### src/rtl/slope_ref_pkg.sv
// Shared types for the slope-compensated threshold generator.
package slope_ref_pkg;

    // Selects how the output stage forms the DAC code.
    typedef enum logic {
        OUT_BYPASS = 1'b0,   // captured set point, no ramp
        OUT_COMP   = 1'b1    // set point minus ramp
    } out_mode_e;

endpackage

### src/rtl/sr_shadow_reg.sv
// Shadow register: holds a value that may only change on a load pulse.
// Assumes load is a single-clock strobe aligned to the PWM period start.
module sr_shadow_reg #(
    parameter int W = 8
) (
    input  logic         clk,
    input  logic         rst_n,
    input  logic         load,
    input  logic [W-1:0] d,
    output logic [W-1:0] q
);

    // Capture d only on the strobe; clear on reset.
    always_ff @(posedge clk) begin
        if (!rst_n) begin
            q <= '0;
        end else if (load) begin
            q <= d;
        end
    end

endmodule

### src/rtl/sr_ramp_acc.sv
// Compensation ramp: restarts at zero on the period strobe and then adds
// the captured slope every clock, saturating at all-ones instead of wrapping.
// Assumes SL_W <= RAMP_W.
module sr_ramp_acc #(
    parameter int SL_W   = 8,
    parameter int RAMP_W = 13
) (
    input  logic              clk,
    input  logic              rst_n,
    input  logic              restart,
    input  logic [SL_W-1:0]   step,
    output logic [RAMP_W-1:0] ramp
);

    localparam int SUM_W = RAMP_W + 1;

    logic [SUM_W-1:0] sum;

    // Next ramp value with one carry bit to detect overflow.
    always_comb begin
        sum = {1'b0, ramp} + {{(SUM_W - SL_W){1'b0}}, step};
    end

    // Restart, saturate on carry, else accumulate.
    always_ff @(posedge clk) begin
        if (!rst_n) begin
            ramp <= '0;
        end else if (restart) begin
            ramp <= '0;
        end else if (sum[RAMP_W]) begin
            ramp <= '1;
        end else begin
            ramp <= sum[RAMP_W-1:0];
        end
    end

endmodule

### src/rtl/sr_out_stage.sv
// Output stage: subtracts the ramp from the captured set point (or passes
// the set point when disabled), clamps to the DAC range and registers it.
// Assumes both operands are unsigned; the subtraction is done signed.
module sr_out_stage
    import slope_ref_pkg::*;
#(
    parameter int SP_W   = 12,
    parameter int RAMP_W = 13,
    parameter int DAC_W  = 10
) (
    input  logic              clk,
    input  logic              rst_n,
    input  logic              en,
    input  logic [SP_W-1:0]   sp,
    input  logic [RAMP_W-1:0] ramp,
    output logic [DAC_W-1:0]  dac
);

    localparam int DIFF_W = ((SP_W > RAMP_W) ? SP_W : RAMP_W) + 2;
    localparam logic signed [DIFF_W-1:0] DAC_TOP = DIFF_W'((1 << DAC_W) - 1);

    out_mode_e                 mode;
    logic signed [DIFF_W-1:0]  sp_ext;
    logic signed [DIFF_W-1:0]  ramp_ext;
    logic signed [DIFF_W-1:0]  pick;
    logic                      under;
    logic                      over;
    logic [DAC_W-1:0]          dac_nxt;

    // Choose the operating mode and form the signed candidate value.
    always_comb begin
        mode     = en ? OUT_COMP : OUT_BYPASS;
        sp_ext   = signed'({{(DIFF_W - SP_W){1'b0}}, sp});
        ramp_ext = signed'({{(DIFF_W - RAMP_W){1'b0}}, ramp});
        pick     = (mode == OUT_COMP) ? (sp_ext - ramp_ext) : sp_ext;
        under    = pick[DIFF_W-1];
    end

    // The upper clamp exists only when the set point can exceed the DAC range.
    generate
        if (SP_W > DAC_W) begin : g_hi_clamp
            always_comb over = (pick > DAC_TOP);
        end else begin : g_no_hi_clamp
            always_comb over = 1'b0;
        end
    endgenerate

    // Saturate to the DAC range.
    always_comb begin
        if (under) begin
            dac_nxt = '0;
        end else if (over) begin
            dac_nxt = '1;
        end else begin
            dac_nxt = pick[DAC_W-1:0];
        end
    end

    // Register the code so the DAC sees a clean, glitch-free word.
    always_ff @(posedge clk) begin
        if (!rst_n) begin
            dac <= '0;
        end else begin
            dac <= dac_nxt;
        end
    end

endmodule

### src/rtl/slope_ref_gen.sv
// Top: slope-compensated peak-current threshold generator.
// Captures set point and slope on the PWM period strobe, runs a per-period
// ramp and drives a clamped DAC code. Assumes period_start is one clock wide.
module slope_ref_gen #(
    parameter int SP_W  = 12,
    parameter int DAC_W = 10,
    parameter int SL_W  = 8
) (
    input  logic             clk,
    input  logic             rst_n,
    input  logic             en,
    input  logic             period_start,
    input  logic [SP_W-1:0]  set_point,
    input  logic [SL_W-1:0]  slope,
    output logic [DAC_W-1:0] dac_code
);

    localparam int RAMP_W = SP_W + 1;

    logic [SP_W-1:0]   sp_act;
    logic [SL_W-1:0]   slope_act;
    logic [RAMP_W-1:0] ramp_val;

    sr_shadow_reg #(.W(SP_W)) u_sp_hold (
        .clk   (clk),
        .rst_n (rst_n),
        .load  (period_start),
        .d     (set_point),
        .q     (sp_act)
    );

    sr_shadow_reg #(.W(SL_W)) u_slope_hold (
        .clk   (clk),
        .rst_n (rst_n),
        .load  (period_start),
        .d     (slope),
        .q     (slope_act)
    );

    sr_ramp_acc #(.SL_W(SL_W), .RAMP_W(RAMP_W)) u_ramp (
        .clk     (clk),
        .rst_n   (rst_n),
        .restart (period_start),
        .step    (slope_act),
        .ramp    (ramp_val)
    );

    sr_out_stage #(.SP_W(SP_W), .RAMP_W(RAMP_W), .DAC_W(DAC_W)) u_out (
        .clk   (clk),
        .rst_n (rst_n),
        .en    (en),
        .sp    (sp_act),
        .ramp  (ramp_val),
        .dac   (dac_code)
    );

endmodule

### config.mk
export PLATFORM = sky130hd
export DESIGN_NAME = slope_ref_gen
export DESIGN_NICKNAME = d
export VERILOG_FILES = /design/src/rtl/slope_ref_pkg.sv /design/src/rtl/sr_shadow_reg.sv /design/src/rtl/sr_ramp_acc.sv /design/src/rtl/sr_out_stage.sv /design/src/rtl/slope_ref_gen.sv
export SDC_FILE = /design/constraint.sdc
export NUM_CORES = 1
export LEC_CHECK = 0
export ABC_AREA = 1
export BUFFER_PORTS_ARGS = -buffer_cell sky130_fd_sc_hd__buf_2
export CAP_MARGIN = 15
export CELL_PAD_IN_SITES_DETAIL_PLACEMENT = 1
export CELL_PAD_IN_SITES_GLOBAL_PLACEMENT = 1
export CORE_MARGIN = 2
export CORE_UTILIZATION = 44
export DETAILED_ROUTE_END_ITERATION = 7
export PLACE_DENSITY = 0.89
export SLEW_MARGIN = 20
export SYNTH_ARGS = -nofsm -noshare
export SYNTH_HDL_FRONTEND = slang
export SYNTH_SLANG_ARGS = --single-unit
### constraint.sdc
create_clock -name clk -period 6.1 [get_ports clk]
set_clock_uncertainty 0.05 [all_clocks]
set_input_delay 1.525 -clock clk [delete_from_list [all_inputs] [get_ports clk]]
set_output_delay 1.525 -clock clk [all_outputs]
set_load 0.1 [all_outputs]
; ---- After elaboration in Yosys (flattened, before gate mapping)
; Cells that the tools add are included.
[classes]
bitwise = 1
add_sub_neg = 2
reduce_logical = 2
n_mux = 4
magnitude_cmp = 1
[op_table]
columns = op, n
row1 = greater-than comparator 15 x 11 -> 1 bit (second input constant), 1
row2 = 2-to-1 mux 15 bit, 1
row3 = adder 13 x 8 -> 14 bit, 1
row4 = subtractor 12 x 13 -> 14 bit, 1
row5 = 2-to-1 mux 13 bit, 1
row6 = 2-to-1 mux 10 bit, 1
row7 = OR reduction 2 bit, 2
row8 = 2-to-1 mux 1 bit, 1
row9 = inverter 1 bit, 1
[word_totals]
register_bits = 43
wordCells = 14
output_inout_bits = 10

; ---- Logic depth before layout (Yosys ltp)
; Gate-level depths: netlist of the first run.
[logic_depth]
word_depth = 4
depth_mapped = 14
mapped_depth_nobuf = 14

; ---- By module
; From an unflattened synthesis of the first run, not the netlist that was laid out.
[unflattened]
hier_cells = 462
area_unflattened_um2 = 2949.1
[by_module_without_submodules]
columns = module, n_inst, cells_per_inst, area_each_um2
row1 = sr_out_stage, 1, 188, 1154.9
row2 = sr_ramp_acc, 1, 148, 944.7
row3 = sr_shadow_reg (u_sp_hold), 1, 75, 493.0
row4 = sr_shadow_reg (u_slope_hold), 1, 51, 356.6

; ---- Worst setup path before layout of the first run
; No wires, ideal clock.
[synth_path]
path_type = input -> register
from = input port en
to = register u_out.dac[5]
arrival_ns = 2.383
setup_time_ns = 0.109
slack_ns = 3.559
cell_stages = 7
path_cell_list = clkbuf_1 clkbuf_1 o21ai_0 o21ai_0 nand3_1 nand2_1 inv_1
[synth_via]
elab_chain_cells = 4
elab_cells_between_ends = 5
classes_between = order compare: 1 / mux: 3 / reduce/logical: 1
[synth_lines]
columns = item, line_no
row1 = from (decl), slope_ref_gen.sv:11  ; input logic en,
row2 = 2-to-1 mux 1 bit *, sr_out_stage.sv:32  ; mode = en ? OUT_COMP : OUT_BYPASS;
row3 = 2-to-1 mux 15 bit *, sr_out_stage.sv:35  ; pick = (mode == OUT_COMP) ? (sp_ext - ramp_ext) : sp_ext;
row4 = greater-than comparator 15 x 11 -> 1 bit, sr_out_stage.sv:42  ; always_comb over = (pick > DAC_TOP);
row5 = 2-to-1 mux 10 bit, sr_out_stage.sv:52  ; end else if (over) begin
row6 = to (signal assigned), sr_out_stage.sv:64  ; dac <= dac_nxt;
row7 = to (decl), sr_out_stage.sv:16  ; output logic [DAC_W-1:0] dac
; Every way passes the cells marked *; elsewhere a longest branch is shown, timed or not.
; A chain may end at the register's enable or synchronous reset.

; ---- Worst setup path after layout of the first run
[layout_path]
from = register u_out.dac[7]
to = output port dac_code[7]
[layout_rtl]
columns = item, line_no
row1 = to (decl), slope_ref_gen.sv:15  ; output logic [DAC_W-1:0] dac_code
; No word-level cell between the ends.

==> results of run 1 <==
==> through the flow <==
stage	hold slack, ns	cells
after floorplan	0.401	390
after global placement	0.425	491
after CTS	0.445	499
after detailed placement	0.433	491
final	0.445	499
after global routing	0.489	499
==> layer usage <==
layer | up-vias | global-route usage [%]
li1 | 1316 | -
met1 | 1254 | 31.2
met2 | 42 | 44.3
met3 | 9 | 3.22
met4 | 0 | 7.12
met5 | - | 0
==> cell usage after synthesis (2+ instances only) <==
cell      instances  area [um2]
xor2_1            7        61.3
nand2_2           2        12.5
inv_2             2        7.51
inv_1            59         221
nand2_1          76         285
fa_1              2        40.0
nor2_1           57         214
o21ai_0          35         175
a211oi_1          2        15.0
a21oi_2           2        17.5
nand3_1          21         105
nor3_1            2        10.0
a21oi_1          34         170
nand3b_1          2        15.0
xnor2_1           2        17.5
nand4_1           3        18.8
dfxtp_1          43         861
ha_1             20         250
o21ai_2           2        17.5
clkbuf_1          6        22.5
==> path summary, 6_finish.rpt <==
check	endpoint	slack [ns]	cells past startpoint
worst min-delay path	u_sp_hold.q[0]	0.44	2
worst max register to register	u_out.dac[3]	3.79	12
worst max-delay path	dac_code[7]	3.47	1
worst min register to register	u_sp_hold.q[0]	0.44	2
==> placed cells by master (no fill, tap or decap), types with 3 or more instances in the layout <==
cell type,count
o21ai_0,35
nand4_1,3
xor2_1,7
nand3_1,21
buf_2,33
clkbuf_8,5
a21oi_1,34
dfxtp_1,43
inv_1,59
nand2_1,76
ha_1,20
nor2_1,57
==> power by group through the flow <==
stage | Combinational (mW) | Clock, mW | Sequential (mW)
floorplan | 0.132 | 0 | 0.395
global placement | 0.255 | 0 | 0.320
detailed placement | 0.263 | 0 | 0.321
CTS | 0.265 | 0.188 | 0.315
global route | 0.293 | 0.199 | 0.318
finish | 0.264 | 0.183 | 0.315
==> flip-flops by register name, summed over array words and instances, names as in the netlist <==
name / flops
u_out.dac: 10
u_sp_hold.q: 12
u_ramp.ramp: 13
u_slope_hold.q: 8
==> area by class of cell <==
type	count	share of cell area, %
sequential	43	29.3
tap	75	3.20
inverter	61	7.80
clock inverter	2	0.426
clock buffer	6	2.47
multi-input combinational	279	51.2
timing repair buffer	33	5.63
==> kinds of logic after synthesis <==
kind of cell	Yosys count	synth area share [%]
muxes	1	0.382
adders and majority gates	22	11.1
and+or+nand+nor	166	26.1
AOI/OAI and AO/OA	81	16.8
buffers and inverters	68	9.75
xor gates and xnor gates	9	3.01
DFF	43	32.9
==> results.md, run 1 <==
* Total Power at 0.763 mW
* Met2 routed WL at 3.61 mm
* Die width at 81.1 um
* DR WL/cell at 14.6 um
* Post-DRT Antenna Nets at 0
* Pwr Density at 260 nW/um2
* CP Class: reg -> out
* DR WL met3 at 175 um
* Worst hold path type: reg -> reg
* Area Overhead vs Synth at 12.1%
* Clock share of power at 24.0%
* Critical path's largest stage delay at 0.42 ns
* Final Util at 50.2%
* Worst Tran Pin Value at 0.752 ns
* Sw frac at 40.5%
* Reg power frac at 41.3%
* Status: completed
* Setup Viol. Count Final at 0
* Worst-path cell chain: buf_2
* Post-synth EDFFs at 0
* CTS Hold Bufs at 0
* Final net count at 469
* First-pass GRT wire length at 12.6 mm
* Vias in the first global route at 2647
* CP Launch Type: flip-flop
* Register area share after synthesis at 32.9%
* Starting Density at 44.7%
* Global Route Usage Sum at 24.8%
* Syn nets at 436
* Total Neg Setup Slack at 0 ns
* Logic gate share of total power at 34.7%
* Final Worst Setup Slack at 3.47 ns
* DP Area at 2850 um2
* Port-buffer cells at 33
* Vias per cell at 5.25
* Post-synth cell types at 31
* GP Congestion at 0.846
* I/O pin total at 34
* Worst hold path startpoint: u_sp_hold.q[0]
* Post-DP HPWL at 5.82 mm
* Worst Path Required at 4.53 ns
* Clock slew at reported path FFs at 0.08 ns
* Die ar. at 6580 um2
* Die Ht at 81.1 um
* Post-Layout Inst Area at 2940 um2
* Fin crit period at 2.63 ns
* Setup WS pre-CTS at 3.27 ns
* Leakage at 1.53 nW
* Critical Path AT at 1.05 ns
* Avg Cell Area, Syn at 6.71 um2
* Peak supply drop at 0.109 mV
* GR Overflow Total at 0
* Row count at 28
* Int Pwr at 0.454 mW
* Fin crit share at 43.1%
* Synth Warn # at 0
* RSZ-0062 raised after global routing: false
* Worst skew pair latency at 0.30 ns
* Main flop type after synthesis: dfxtp_1
* Antenna Diode Count at 0
* Async set-reset flop share out of synthesis at 0%
* CTS sink cnt at 43
* CTS root buf: clkbuf_8
* FF/Latch Area at 861 um2
* CTS tree: built
* Area of the multi-input gates at 1500 um2
* Critical-path maximum fanout at 1
* Num CTS Buffers at 5
* Slowest-stage cell, CP: buf_2
* H-tree Lvls at 2
* Met1 WL at 3.42 mm
* Initial antenna violation count at 0
* Count of pins over their slew limit at 0
* Postcts setup bufs at 0
* Drt pass-1 iters at 4
* Switching power at 0.309 mW
* CTS max path bufs at 2
* Maximum Capacitance Violations at 0
* Final hold vios at 0
* DRC viols at 0
* Cell family with most CP delay: buffers and inverters
* Mapped Area at 2620 um2
* Reg-to-Reg Start: u_ramp.ramp[0]
* Worst path buffer plus inverter count at 1
* Routed wire length at 7.30 mm
* Setup crit start: u_out.dac[7]
* Layout cell share with drive strength beyond 1 at 11.8%
* Core Area at 5850 um2
* Fmax at 380 MHz
* Max_slew headroom at 49.8%
* CP endpoint kind: output pin
* Initial DRC count at 98
* Largest net degree at the start of global routing at 25
* Vias post-DR at 2621
* Fillers at 820
* Cells after Synth at 390
* Post-CTS resize count at 0
* Seq cells post-synth at 43
* Top Metal Used: met4
Power figures use the tool's default switching activity.
==> run 2, diff against run 1 <==
CORE_UTILIZATION = 41   (was 44)
PLACE_DENSITY = 0.84   (was 0.89)
clock period = 2.5 ns   (was 6.1 ns; I/O delays follow)
==> results.md, run 2 (synthesis gave the netlist of run 1 again) <==
* Clock slew at reported path FFs at 0.09 ns (about the same)
* Worst Tran Pin Value at 0.762 ns (+0.00978 ns)
* Worst reg2reg path depth at 13 (+1)
* Die Ht at 83.9 um (+3.4%)
* GR met2 Demand/Resource at 40.4% (-3.9 points)
* GP Congestion at 0.893 (+5.6%)
* DRC viols at 0 (unchanged)
* Maximum Capacitance Violations at 0 (unchanged)
* Vias post-DR at 2609 (-0.46%)
* Critical Path AT at 2.39 ns (+1.34 ns)
* Worst Hold Path EP: u_sp_hold.q[3]
* Setup Viol. Count Final at 0 (unchanged)
* Worst skew pair latency at 0.30 ns (about the same)
* Final hold vios at 0 (unchanged)
* Max_slew headroom at 49.2% (-0.65 points)
* Global Route Usage Sum at 22.2% (-2.6 points)
* Max reg flops at 13 (unchanged)
* Regs by FF count: u_ramp.ramp: 13 flops, u_sp_hold.q: 12 flops, u_out.dac: 10 flops
* Fmax at 447 MHz
* Antenna Diode Count at 0 (unchanged)
* DR WL/cell at 14.5 um (-0.59%)
* Postcts setup bufs at 0 (unchanged)
* CP Launch Type: flip-flop
* Reg-to-Reg Start: u_sp_hold.q[0]
* Largest net degree at the start of global routing at 25 (unchanged)
* R2R Setup Slk at 0.27 ns (-3.52 ns)
* Die ar. at 7040 um2 (+6.9%)
* Leakage at 1.56 nW (+2.3%)
* Final net count at 473 (+0.85%)
* H-tree Lvls at 2 (unchanged)
* Die width at 83.9 um (+3.4%)
* First-pass GRT wire length at 12.6 mm (unchanged)
* Reg2reg end: u_out.dac[6]
* CP endpoint kind: flip-flop
* Worst hold path type: reg -> reg
* Most common cell after layout, fill and taps aside: nand2_1
* Initial DRC count at 97 (-1.0%)
* Vias in the first global route at 2774 (+4.8%)
* Pwr Density at 662 nW/um2 (+150%)
* Worst hold path startpoint: u_sp_hold.q[3]
* Core Area at 6280 um2 (+7.3%)
* CP Class: reg -> reg
* Row count at 29 (+3.6%)
* Area Overhead vs Synth at 14.4%
* Drt pass-1 iters at 4 (unchanged)
* Commonest non-fill, non-tap cells in the layout: 76 x nand2_1, 59 x inv_1, 57 x nor2_1
* CTS max path bufs at 2 (unchanged)
* DP Cell Count at 497 (+1.2%)
* Fin crit period at 2.23 ns
* Hold Path Cell Cnt at 2 (unchanged)
* Post-Layout Inst Area at 3000 um2 (+2.0%)
* Initial antenna violation count at 0 (unchanged)
* Count of pins over their slew limit at 0 (unchanged)
* Grt met1 use at 27.4% (-3.9 points)
* CTS tree: built
* Post-DP HPWL at 5.86 mm (+0.70%)
* Largest register by flop count: u_ramp.ramp
* Status: completed
* CTS Hold Bufs at 0 (unchanged)
* CTS sink cnt at 43 (unchanged)
* Starting Density at 41.7% (-3.0 points)
* Num CTS Buffers at 5 (unchanged)
* Fin Hold WS at 0.439 ns (-0.00529 ns)
* Worst Path Required at 2.66 ns (-1.87 ns)
* Post-DRT Antenna Nets at 0 (unchanged)
* Fin crit share at 89.4%
* Port-buffer cells at 33 (unchanged)
* M3 GR Usage at 2.18% (-1.0 points)
* Vias per cell at 5.17 (-1.6%)
* I/O pin total at 34 (unchanged)
* Busiest grt layer: met2
* CTS root buf: clkbuf_8
* Critical-path maximum fanout at 4 (+3)
* Non-filler instance count after layout at 505 (+1.2%)
* Peak supply drop at 0.356 mV (+230%)
* Layout cell share with drive strength beyond 1 at 12.9% (+1.1 points)
* RSZ-0062 raised after global routing: false
* Routed wire length at 7.34 mm (+0.60%)
* GR Overflow Total at 0 (unchanged)
* Total Neg Setup Slack at 0 ns (unchanged)
* DP Area at 2880 um2 (+1.1%)
* Post-CTS resize count at 0 (unchanged)
[run 2: layout make-up]
type,count,area (um2)
Clock buffer,5,68.8
Clock inverter,3,43.8
Fill cell,865,3280
Inverter,61,229
Multi-Input combinational cell,279,1500
Sequential cell,43,861
Tap cell,77,96.3
Timing Repair Buffer,37,195
[run 2: worst max path at each step]
stage | from | to | slack [ns] | depth (start not counted)
finish | u_sp_hold.q[0] | u_out.dac[6] | 0.27 | 13
global route | u_sp_hold.q[0] | u_out.dac[0] | 0.05 | 13
CTS | u_sp_hold.q[0] | u_out.dac[2] | 0.27 | 13
detailed placement | u_sp_hold.q[0] | u_out.dac[6] | 0.30 | 13
global placement | u_sp_hold.q[0] | u_out.dac[6] | 0.39 | 13
floorplan | u_sp_hold.q[0] | u_out.dac[5] | 0.56 | 13
[run 2: power by group]
| group | internal (mW) | switching, mW |
|---|---|---|
| sequential | 0.739 | 0.0273 |
| combinational | 0.177 | 0.480 |
| clock | 0.298 | 0.261 |
[run 2: worst max-delay path, cell delays in order, from the launching register on]
cell     delay, ns
dfxtp_1       0.32
inv_1         0.07
ha_1          0.18
inv_1         0.08
fa_1          0.43
nand3_1       0.11
nand3_1       0.15
nand3_1       0.14
nand4_1       0.09
nand3_1       0.11
and2_1        0.18
nand3_1       0.10
nand2_1       0.08
inv_1         0.04
[run 2: per-layer routing]
layer | share of wire (%) | up-vias | wire [um]
li1 | - | 1325 | -
met1 | 47 | 1234 | 3430
met2 | 49 | 41 | 3610
met3 | 2.4 | 9 | 175
met4 | 1.7 | 0 | 125
met5 | 0 | - | 0
[run 2: through the flow]
stage / total power, mW / setup WS (ns) / util, %
6_report: 1.98 / 0.265 / 47.7
5_1_grt: 2.09 / 0.0531 / 47.7
4_1_cts: 1.99 / 0.268 / 47.7
3_5_place_dp: 1.44 / 0.302 / 45.9
3_3_place_gp: 1.41 / 0.391 / 45.9
2_1_floorplan: 1.29 / 0.556 / -
